<file path="config.mk">
export PLATFORM = sky130hd
export DESIGN_NAME = chgid_ctrl
export DESIGN_NICKNAME = d
export VERILOG_FILES = /design/src/rtl/chgid_pkg.sv /design/src/rtl/chgid_rst_sync.sv /design/src/rtl/chgid_bit_sync.sv /design/src/rtl/chgid_debounce.sv /design/src/rtl/chgid_mode_fsm.sv /design/src/rtl/chgid_out_reg.sv /design/src/rtl/chgid_ctrl.sv
export SDC_FILE = /design/constraint.sdc
export NUM_CORES = 1
export LEC_CHECK = 0
export BUFFER_PORTS_ARGS = -buffer_cell sky130_fd_sc_hd__buf_2
export CAP_MARGIN = 20
export CORE_MARGIN = 3
export CORE_UTILIZATION = 30
export DETAILED_ROUTE_END_ITERATION = 16
export SETUP_SLACK_MARGIN = 0.2
export SYNTH_ARGS = -nofsm -noshare
export SYNTH_HDL_FRONTEND = slang
export SYNTH_SLANG_ARGS = --single-unit
</file>
<file path="constraint.sdc">
create_clock -name clk -period 2.01 [get_ports clk]
set_clock_uncertainty 0.05 [all_clocks]
set_input_delay 0.1005 -clock clk [delete_from_list [all_inputs] [get_ports clk]]
set_output_delay 0.1005 -clock clk [all_outputs]
set_load 0.1 [all_outputs]
</file>
<file path="src/rtl/chgid_pkg.sv">
package chgid_pkg;

  typedef enum logic [1:0] {
    MODE_AUTO  = 2'b00,
    MODE_SHORT = 2'b01,
    MODE_BIAS  = 2'b10,
    MODE_PASS  = 2'b11
  } mode_e;

  typedef enum logic [2:0] {
    ST_OPEN   = 3'd0,
    ST_PASS   = 3'd1,
    ST_FSHORT = 3'd2,
    ST_FBIAS  = 3'd3,
    ST_ABIAS  = 3'd4,
    ST_ASHORT = 3'd5
  } state_e;

  localparam int CMP_DM_HI   = 0;
  localparam int CMP_DM_MID  = 1;
  localparam int CMP_RDP_EXT = 2;
  localparam int NCMP        = 3;

endpackage

</file>
<file path="src/rtl/chgid_rst_sync.sv">
module chgid_rst_sync #(
  parameter int STAGES = 2
) (
  input  logic clk,
  input  logic arst_n,
  output logic rst_n_o
);
  logic [STAGES-1:0] shift_q;

  always_ff @(posedge clk or negedge arst_n) begin
    if (!arst_n) shift_q <= '0;
    else         shift_q <= {shift_q[STAGES-2:0], 1'b1};
  end

  assign rst_n_o = shift_q[STAGES-1];
endmodule

</file>
<file path="src/rtl/chgid_bit_sync.sv">
module chgid_bit_sync #(
  parameter int             W       = 1,
  parameter int             STAGES  = 2,
  parameter logic [W-1:0]   RST_VAL = '0
) (
  input  logic         clk,
  input  logic         rst_n,
  input  logic [W-1:0] din,
  output logic [W-1:0] dout
);
  logic [W-1:0] stage_q [STAGES];

  for (genvar g = 0; g < STAGES; g++) begin : g_stage
    logic [W-1:0] stage_d;
    if (g == 0) begin : g_first
      assign stage_d = din;
    end else begin : g_next
      assign stage_d = stage_q[g-1];
    end
    always_ff @(posedge clk or negedge rst_n) begin
      if (!rst_n) stage_q[g] <= RST_VAL;
      else        stage_q[g] <= stage_d;
    end
  end

  assign dout = stage_q[STAGES-1];
endmodule

</file>
<file path="src/rtl/chgid_debounce.sv">
module chgid_debounce #(
  parameter int   CYCLES  = 10000,
  parameter logic RST_VAL = 1'b0
) (
  input  logic clk,
  input  logic rst_n,
  input  logic din,
  output logic q_o
);
  localparam int             CW   = (CYCLES > 1) ? $clog2(CYCLES) : 1;
  localparam logic [CW-1:0]  LAST = CW'(CYCLES - 1);

  logic [CW-1:0] cnt_q, cnt_d;
  logic          flt_q, flt_d;
  logic          differ;
  logic          cnt_en;

  assign differ = din ^ flt_q;
  // counter only moves while it is counting or must be cleared
  assign cnt_en = differ || (cnt_q != '0);

  always_comb begin
    flt_d = flt_q;
    cnt_d = '0;
    if (differ) begin
      if (cnt_q == LAST) flt_d = din;
      else               cnt_d = cnt_q + 1'b1;
    end
  end

  always_ff @(posedge clk or negedge rst_n) begin
    if (!rst_n) begin
      cnt_q <= '0;
      flt_q <= RST_VAL;
    end else begin
      if (cnt_en) cnt_q <= cnt_d;
      flt_q <= flt_d;
    end
  end

  assign q_o = flt_q;

  // the filtered level flips only at the end of a full count
  p_accept_after_count_r6: assert property (@(posedge clk) disable iff (!rst_n)
    (flt_q != $past(flt_q)) |-> ($past(cnt_q) == LAST));

  // a sample equal to the filtered level leaves it untouched
  p_hold_on_match_r7: assert property (@(posedge clk) disable iff (!rst_n)
    ($past(din) == $past(flt_q)) |-> $stable(flt_q));
endmodule

</file>
<file path="src/rtl/chgid_mode_fsm.sv">
module chgid_mode_fsm
  import chgid_pkg::*;
(
  input  logic       clk,
  input  logic       rst_n,
  input  logic [1:0] mode_i,
  input  logic       mode_vld_i,
  input  logic       dm_hi_i,
  input  logic       dm_mid_i,
  output state_e     st_nxt_o
);
  state_e st_q, st_d;
  mode_e  mode;

  assign mode = mode_e'(mode_i);

  always_comb begin
    st_d = st_q;
    if (!mode_vld_i) begin
      st_d = ST_OPEN;
    end else begin
      unique case (mode)
        MODE_PASS:  st_d = ST_PASS;
        MODE_SHORT: st_d = ST_FSHORT;
        MODE_BIAS:  st_d = ST_FBIAS;
        MODE_AUTO: begin
          unique case (st_q)
            ST_ABIAS:  if (!dm_hi_i && dm_mid_i) st_d = ST_ASHORT;
            ST_ASHORT: if (!dm_mid_i)            st_d = ST_ABIAS;
            default:                             st_d = ST_ABIAS;
          endcase
        end
        default: st_d = ST_OPEN;
      endcase
    end
  end

  always_ff @(posedge clk or negedge rst_n) begin
    if (!rst_n) st_q <= ST_OPEN;
    else        st_q <= st_d;
  end

  assign st_nxt_o = st_d;

  // pass-through code selects the pass state
  p_force_pass_r1: assert property (@(posedge clk) disable iff (!rst_n)
    (mode_vld_i && mode == MODE_PASS) |=> (st_q == ST_PASS));

  // entering auto from any other state starts on the bias network
  p_auto_entry_r9: assert property (@(posedge clk) disable iff (!rst_n)
    (mode_vld_i && mode == MODE_AUTO && st_q != ST_ABIAS && st_q != ST_ASHORT)
    |=> (st_q == ST_ABIAS));

  // sag while biased moves to the short
  p_sag_to_short_r4: assert property (@(posedge clk) disable iff (!rst_n)
    (mode_vld_i && mode == MODE_AUTO && st_q == ST_ABIAS && !dm_hi_i && dm_mid_i)
    |=> (st_q == ST_ASHORT));

  // collapse while shorted returns to the bias network
  p_short_exit_r5: assert property (@(posedge clk) disable iff (!rst_n)
    (mode_vld_i && mode == MODE_AUTO && st_q == ST_ASHORT && !dm_mid_i)
    |=> (st_q == ST_ABIAS));
endmodule

</file>
<file path="src/rtl/chgid_out_reg.sv">
module chgid_out_reg
  import chgid_pkg::*;
(
  input  logic   clk,
  input  logic   rst_n,
  input  state_e st_nxt_i,
  input  logic   rdp_ext_i,
  output logic   pass_en_o,
  output logic   short_en_o,
  output logic   bias_en_o,
  output logic   ipwr_en_o
);
  logic pass_d, short_d, bias_d, ipwr_d;

  always_comb begin
    pass_d  = (st_nxt_i == ST_PASS);
    short_d = (st_nxt_i == ST_FSHORT) || (st_nxt_i == ST_ASHORT);
    bias_d  = (st_nxt_i == ST_FBIAS)  || (st_nxt_i == ST_ABIAS);
    ipwr_d  = bias_d && !rdp_ext_i;
  end

  always_ff @(posedge clk or negedge rst_n) begin
    if (!rst_n) begin
      pass_en_o  <= 1'b0;
      short_en_o <= 1'b0;
      bias_en_o  <= 1'b0;
      ipwr_en_o  <= 1'b0;
    end else begin
      pass_en_o  <= pass_d;
      short_en_o <= short_d;
      bias_en_o  <= bias_d;
      ipwr_en_o  <= ipwr_d;
    end
  end

  // switch enables never overlap
  p_onehot_r10: assert property (@(posedge clk) disable iff (!rst_n)
    $onehot0({pass_en_o, short_en_o, bias_en_o}));

  // divider supply only alongside the bias network
  p_pwr_needs_bias_r8: assert property (@(posedge clk) disable iff (!rst_n)
    ipwr_en_o |-> bias_en_o);
endmodule

</file>
<file path="src/rtl/chgid_ctrl.sv">
module chgid_ctrl
  import chgid_pkg::*;
#(
  parameter int DB_CYCLES   = 10000,
  parameter int SYNC_STAGES = 2
) (
  input  logic       clk,
  input  logic       rst_n,
  input  logic [1:0] mode_sel,
  input  logic       cmp_dm_hi,
  input  logic       cmp_dm_mid,
  input  logic       cmp_rdp_ext,
  output logic       pass_en,
  output logic       short_en,
  output logic       bias_en,
  output logic       ipwr_en
);
  // filtered comparators start as "D- high, D- above low, internal divider"
  localparam logic [NCMP-1:0] CMP_RST = 3'b011;
  localparam int              MW      = 3;

  logic            rst_int_n;
  logic [MW-1:0]   mode_raw, mode_syn;
  logic [NCMP-1:0] cmp_raw, cmp_syn, cmp_flt;
  state_e          st_nxt;

  chgid_rst_sync #(.STAGES(SYNC_STAGES)) u_rst_sync (
    .clk     (clk),
    .arst_n  (rst_n),
    .rst_n_o (rst_int_n)
  );

  // top bit is a constant 1 that marks the mode bits as sampled
  assign mode_raw = {1'b1, mode_sel};

  chgid_bit_sync #(.W(MW), .STAGES(SYNC_STAGES), .RST_VAL('0)) u_mode_sync (
    .clk   (clk),
    .rst_n (rst_int_n),
    .din   (mode_raw),
    .dout  (mode_syn)
  );

  assign cmp_raw[CMP_DM_HI]   = cmp_dm_hi;
  assign cmp_raw[CMP_DM_MID]  = cmp_dm_mid;
  assign cmp_raw[CMP_RDP_EXT] = cmp_rdp_ext;

  chgid_bit_sync #(.W(NCMP), .STAGES(SYNC_STAGES), .RST_VAL(CMP_RST)) u_cmp_sync (
    .clk   (clk),
    .rst_n (rst_int_n),
    .din   (cmp_raw),
    .dout  (cmp_syn)
  );

  for (genvar c = 0; c < NCMP; c++) begin : g_db
    chgid_debounce #(.CYCLES(DB_CYCLES), .RST_VAL(CMP_RST[c])) u_db (
      .clk   (clk),
      .rst_n (rst_int_n),
      .din   (cmp_syn[c]),
      .q_o   (cmp_flt[c])
    );
  end

  chgid_mode_fsm u_fsm (
    .clk        (clk),
    .rst_n      (rst_int_n),
    .mode_i     (mode_syn[1:0]),
    .mode_vld_i (mode_syn[2]),
    .dm_hi_i    (cmp_flt[CMP_DM_HI]),
    .dm_mid_i   (cmp_flt[CMP_DM_MID]),
    .st_nxt_o   (st_nxt)
  );

  chgid_out_reg u_out (
    .clk        (clk),
    .rst_n      (rst_int_n),
    .st_nxt_i   (st_nxt),
    .rdp_ext_i  (cmp_flt[CMP_RDP_EXT]),
    .pass_en_o  (pass_en),
    .short_en_o (short_en),
    .bias_en_o  (bias_en),
    .ipwr_en_o  (ipwr_en)
  );

  // nothing is enabled while the external reset is held
  p_reset_open_r2: assert property (@(posedge clk)
    !rst_n |-> ({pass_en, short_en, bias_en, ipwr_en} == 4'b0000));
endmodule

</file>
# [Word-level counts from Yosys, hierarchy flattened]
# Index checks and enable logic that the tools add are counted.
[totals] ff_bits=66 inputBits=7 output_inout_bits=4 elab_cells=62
[op_classes] addsub=3 eq_ne=13 muxes=11 n_bitwise=3 reduce_logical=16
[ops] cell="2-to-1 mux 14 bit" n=6
[ops] cell="adder 14 x 1 -> 14 bit (second input constant)" n=3
[ops] cell="== test 14 bit (second input constant)" n=3
[ops] cell="nonzero test 14 bit" n=3
[ops] cell="== test 3 bit (second input constant)" n=4
[ops] cell="one-hot mux 3 bit (4 select lines)" n=1
[ops] cell="2-to-1 mux 3 bit" n=3
[ops] cell="== test 3 x 2 -> 1 bit (second input constant)" n=2
[ops] cell="one-hot mux 3 bit (2 select lines)" n=1
[ops] cell="AND reduction 2 bit" n=3
[ops] cell="logical OR 1 bit" n=5
[ops] cell="== test 2 bit (second input constant)" n=2
[ops] cell="== test 3 x 1 -> 1 bit (second input constant)" n=1
[ops] cell="bitwise XOR 1 bit" n=3
[ops] cell="== test 2 x 1 -> 1 bit (second input constant)" n=1
[ops] cell="logical AND 1 bit" n=2
[ops] cell="logical NOT 1 bit" n=2
[ops] cell="logical NOT 2 bit" n=1

# [Logic depth before layout (Yosys ltp)]
[depth] word_depth=9 ltp_mapped=6 mapped_depth_nobuf=6

# [Modules after synthesis]
# From an unflattened synthesis, not the netlist that was laid out.
[hier_totals] cells_unflattened=284 hier_area_um2=3123.0
[modules_own_cells] module="chgid_debounce at g_db[0].u_db ..." instances=2 cells_per_inst=82 area_per_inst_um2=827.0 seq_area_each_um2=376.6
[modules_own_cells] module="chgid_debounce at g_db[2].u_db" instances=1 cells_per_inst=82 area_per_inst_um2=825.8 seq_area_each_um2=375.4
[modules_own_cells] module="chgid_bit_sync at u_cmp_sync" instances=1 cells_per_inst=6 area_per_inst_um2=155.1 seq_area_each_um2=155.1
[modules_own_cells] module="chgid_out_reg" instances=1 cells_per_inst=12 area_per_inst_um2=152.6 seq_area_each_um2=100.1
[modules_own_cells] module="chgid_bit_sync at u_mode_sync" instances=1 cells_per_inst=6 area_per_inst_um2=150.1 seq_area_each_um2=150.1
[modules_own_cells] module="chgid_mode_fsm" instances=1 cells_per_inst=10 area_per_inst_um2=127.6 seq_area_each_um2=75.1
[modules_own_cells] module="chgid_rst_sync" instances=1 cells_per_inst=3 area_per_inst_um2=53.8 seq_area_each_um2=50.0
[modules_own_cells] module="chgid_ctrl" instances=1 cells_per_inst=1 area_per_inst_um2=3.8 seq_area_each_um2=0.0

# [Worst setup path before layout]
# OpenSTA, ideal clock, no wires.
[synth_path] kind="register to register" start="register g_db[0].u_db.cnt_q[6]" end="register g_db[0].u_db.cnt_q[0]" setup_time_ns=0.125 arrival_time_ns=1.757 t_required_ns=1.835 path_slack_ns=0.078 path_stages_with_launch=6 n_path_buf=1 synth_period_minus_slack_ns=1.932 cell_sequence="dfrtp_1 or4_4 o41ai_2 buf_4 inv_2 mux2_2"
[synth_between] elab_chain_len=3 elab_cells_between_ends=5 cone_classes="eq/ne: 1; mux: 2; reduce/logical: 2"
[synth_rtl] item="from (decl)" line_no="chgid_debounce.sv:13" text="logic [CW-1:0] cnt_q, cnt_d;"
[synth_rtl] item="from (signal assigned)" line_no="chgid_debounce.sv:36" text="if (cnt_en) cnt_q <= cnt_d;"
[synth_rtl] item="== test 14 bit" line_no="chgid_debounce.sv:26" text="if (cnt_q == LAST) flt_d = din;"
[synth_rtl] item="2-to-1 mux 14 bit" line_no="chgid_debounce.sv:26"
[synth_rtl] item="2-to-1 mux 14 bit" line_no="chgid_debounce.sv:25" text="if (differ) begin"
# Several ways; a longest one is shown, not always the timed one.
# A chain may end at the register's enable or synchronous reset.

# [Final worst setup path]
[layout_path] start="register g_db[0].u_db.cnt_q[12]" end="register g_db[0].u_db.flt_q"
[layout_between] elab_chain_len=2
[layout_rtl] item="== test 14 bit" line_no="chgid_debounce.sv:26"
[layout_rtl] item="AND reduction 2 bit (no source line)"
[layout_rtl] item="to (signal assigned)" line_no="chgid_debounce.sv:37" text="flt_q <= flt_d;"
[layout_rtl] item="to (decl)" line_no="chgid_debounce.sv:14" text="logic flt_q, flt_d;"
# Every way passes these cells.

==> flow_summary.yaml <==
pwr:
  p_sw_share_pct: 26.5
  p_leak_nw: 1.62
  p_int_w: 0.00240
  p_seq_share_pct: 46.5
  p_comb_share_pct: 13.9
  power_w: 0.00326
  p_sw_w: 0.000866
  vdd_drop_max_mv: 0.517
  power_frac_clock_pct: 39.6
  power.density_mw_per_mm2: 869
critical_path:
  r2r_cells: 4
  path_cells: "or4_4 -> or2_4 -> nor3_2 -> mux2_4"
  worst-path-buf-inv: 0
  critPathLaunch: "g_db[0].u_db.cnt_q[12]$_DFFE_PN0P_"
  crit_slowest_cell: "or4_4"
  slowest_delay_ns: 0.56
  critPathKind: "reg -> reg"
  crit_family: "simple AND/OR/NAND/NOR gates"
  cp-end-kind: "flop"
  crit_arrival_ns: 2.04
  crit_cells: 4
  worstPathMaxFanout: 3
  r2r-start: "g_db[0].u_db.cnt_q[12]$_DFFE_PN0P_"
  worstSetupStartpointType: "flop"
  required_ns: 2.24
layout:
  syn2layout_area_growth_pct: 26.6
  drive_gt1_share_pct: 26.6
  fillers: 895
  antennaDiodeCount: 0
  layout.nets: 331
floorplan:
  die_w_um: 105
  num_io_pins: 11
  die_height_um: 105
  rows: 35
  start_util_pct: 31.5
  core_mm2: 0.00942
  dieArea_mm2: 0.0111
global_routing:
  grt_max_degree: 46
  antenna_found_initial: 0
  grt_use_total_pct: 11.0
  grt_pass1_wl_mm: 9.92
  grt_pass1_vias: 2094
  overflow: 0
clocking:
  clockBufferDepth: 2
  insertion_delay_ns: 0.35
  clk_pin_slew_ns: 0.08
  h-tree-depth: 3
  cts_root_buffer: "clkbuf_8"
  cts_buffers: 9
  cts.sinks: 66
  cts_tree: "yes"
sta:
  rsz0062_at_grt: "true"
  timing.fmax_ghz: 0.553
  post-route-min-period_ns: 1.81
  post-route-period-util_pct: 89.9
  timing.setup.tns_ns: 0
  timing.hold.ws_ns: 0.154
  slew_violations: 0
  hold_violations: 0
  setup_viol: 0
run_status:
  status: "complete, no violations"
logic_synthesis:
  synth_compound_gate_area_share_pct: 4.34
  synth.top_cells.by_count: "dfrtp_1 (60), nor2_1 (33), xor2_1 (18)"
  yosysWarnings: 0
  async_reset_ff_share_pct: 100
  synthMuxAreaShare_pct: 2.19
  synthXorXnorAreaFrac_pct: 10.0
  synth_area_leaders: "dfrtp_1 (51%), dfstp_2 (5.3%), xor2_1 (5.3%)"
  avgSynthCellArea_um2: 10.9
  synth_most_common_cell: "dfrtp_1"
  yosys.area.top_type: "dfrtp_1"
  synthAdderAreaFrac_pct: 2.53
  synth-edff-count: 0
  synth_area_mm2: 0.00297
  ys_types: 41
  synth_ff_type: "dfrtp_1"
  yosys.area_share.simple_pct: 22.3
  synth_cells: 273
  netlist.area_leader.share_pct: 50.6
  ys_seq_area_share_pct: 55.9
  synth_top_family_by_area: "simple AND/OR/NAND/NOR gates"
  yosys_register_bits: 66
routing:
  post_drt_wl_per_cell_um: 12.5
  drt_iter0_markers: 75
  vias: 2131
  dr.pass1.iters: 4
  vias_per_cell: 4.71
  wl_mm: 5.66
  antenna_left: 0
  drc_errors: 0
place:
  hpwl_mm: 3.72
  port_buffers: 10
  place_congestion: 0.792
job:
  maxCapViolCount: 0
hold_path:
  hold_path_class: "reg -> async"
-- power by group through the flow --
stage | clock (W) | combinational (W) | sequential (W)
6_report | 0.00129 | 0.000454 | 0.00152
4_1_cts | 0.00134 | 0.000380 | 0.00152
3_5_place_dp | 0 | 0.000354 | 0.00154
3_3_place_gp | 0 | 0.000336 | 0.00154
2_1_floorplan | 0 | 0.000234 | 0.00156
5_1_grt | 0.00140 | 0.000504 | 0.00153
-- worst paths after layout --
| path | endpoint | slack (ns) |
|---|---|---|
| worst max-delay path | g_db[0].u_db.q_o$_DFFE_PN1P_ | 0.20 |
| worst max register to register | g_db[0].u_db.q_o$_DFFE_PN1P_ | 0.20 |
| max in group asynchronous | g_db[1].u_db.q_o$_DFFE_PN1P_ | 1.11 |
| worst min-delay path | u_mode_sync.dout[0]$_DFF_PN0_ | 0.15 |
| worst min register to register | u_mode_sync.dout[0]$_DFF_PN0_ | 0.15 |
| min in group clk | u_mode_sync.dout[0]$_DFF_PN0_ | 0.29 |
-- routing by layer --
| metal | share of wire [%] | vias to the layer above | GRT usage (%) |
|---|---|---|---|
| met5 | 0 | - | 0 |
| met4 | 2.9 | 0 | 6.65 |
| met1 | 47 | 1022 | 13.9 |
| met2 | 47 | 47 | 16.9 |
| met3 | 2.7 | 21 | 2.69 |
| li1 | - | 1041 | - |
-- cell families after synthesis --
logic type,count (synthesis)
DFF,66
buffers and inverters,19
AOI/OAI and AO/OA,19
adders and majority gates,6
and+or+nand+nor,122
xor gates and xnor gates,34
other,1
muxes,6
-- state kept, by name (all words and copies together) (netlist names), 2 cells and up --
| register | flops |
|---|---|
| u_cmp_sync.g_stage.stage_d | 3 |
| u_fsm.st_q | 3 |
| g_db.u_db.q_o | 3 |
| u_mode_sync.dout | 3 |
| u_cmp_sync.dout | 3 |
| u_rst_sync.shift_q | 2 |
| g_db.u_db.cnt_q | 42 |
| u_mode_sync.g_stage.stage_d | 3 |
-- metrics by stage --
| step | worst slack [ns] | instances | util (%) | cell area (um2) |
|---|---|---|---|---|
| after floorplan | 0.0911 | 274 | - | 2990 |
| after global placement | 0.0796 | 419 | 34.8 | 3280 |
| after detailed placement | 0.0633 | 419 | 34.8 | 3280 |
| after CTS | 0.168 | 447 | 38.8 | 3650 |
| after global routing | 0.150 | 452 | 39.9 | 3760 |
| final | 0.202 | 452 | 39.9 | 3760 |
-- cell type report --
cell class              instances  area, um2  area share (%)
repair buffers                 39        298            7.93
clock buffers                  10        138            3.66
multi-input cells             190       1360            36.1
well taps                     129        161            4.30
flip-flops and latches         66       1660            44.3
clock inverters                 6       95.1            2.53
inverters                      12       45.0            1.20
-- placed cells by master (no fill, tap or decap), types with 4 or more instances in the layout --
cell type / n
dfrtp_1: 56
nor2_1: 33
buf_4: 21
xor2_1: 17
nand4_1: 16
xnor2_1: 16
nand2_1: 12
nand3_1: 10
clkbuf_8: 10
buf_2: 10
inv_1: 9
nor3_1: 9
dlygate4sd3_1: 7
a21oi_1: 6
dfstp_2: 6
and3_1: 5
ha_1: 4
dfrtp_2: 4
-- repair_timing --
item                                    in CTS  in global routing
pin swaps                                    5                  4
setup buffers                                4                  5
hold buffers                                 7                  0
gates resized for setup                      7                 16
cloned                                       1                  0
endpoints found under the setup margin      20                 23
endpoints found under the hold margin        7                  0
Power figures use the tool's default switching activity.
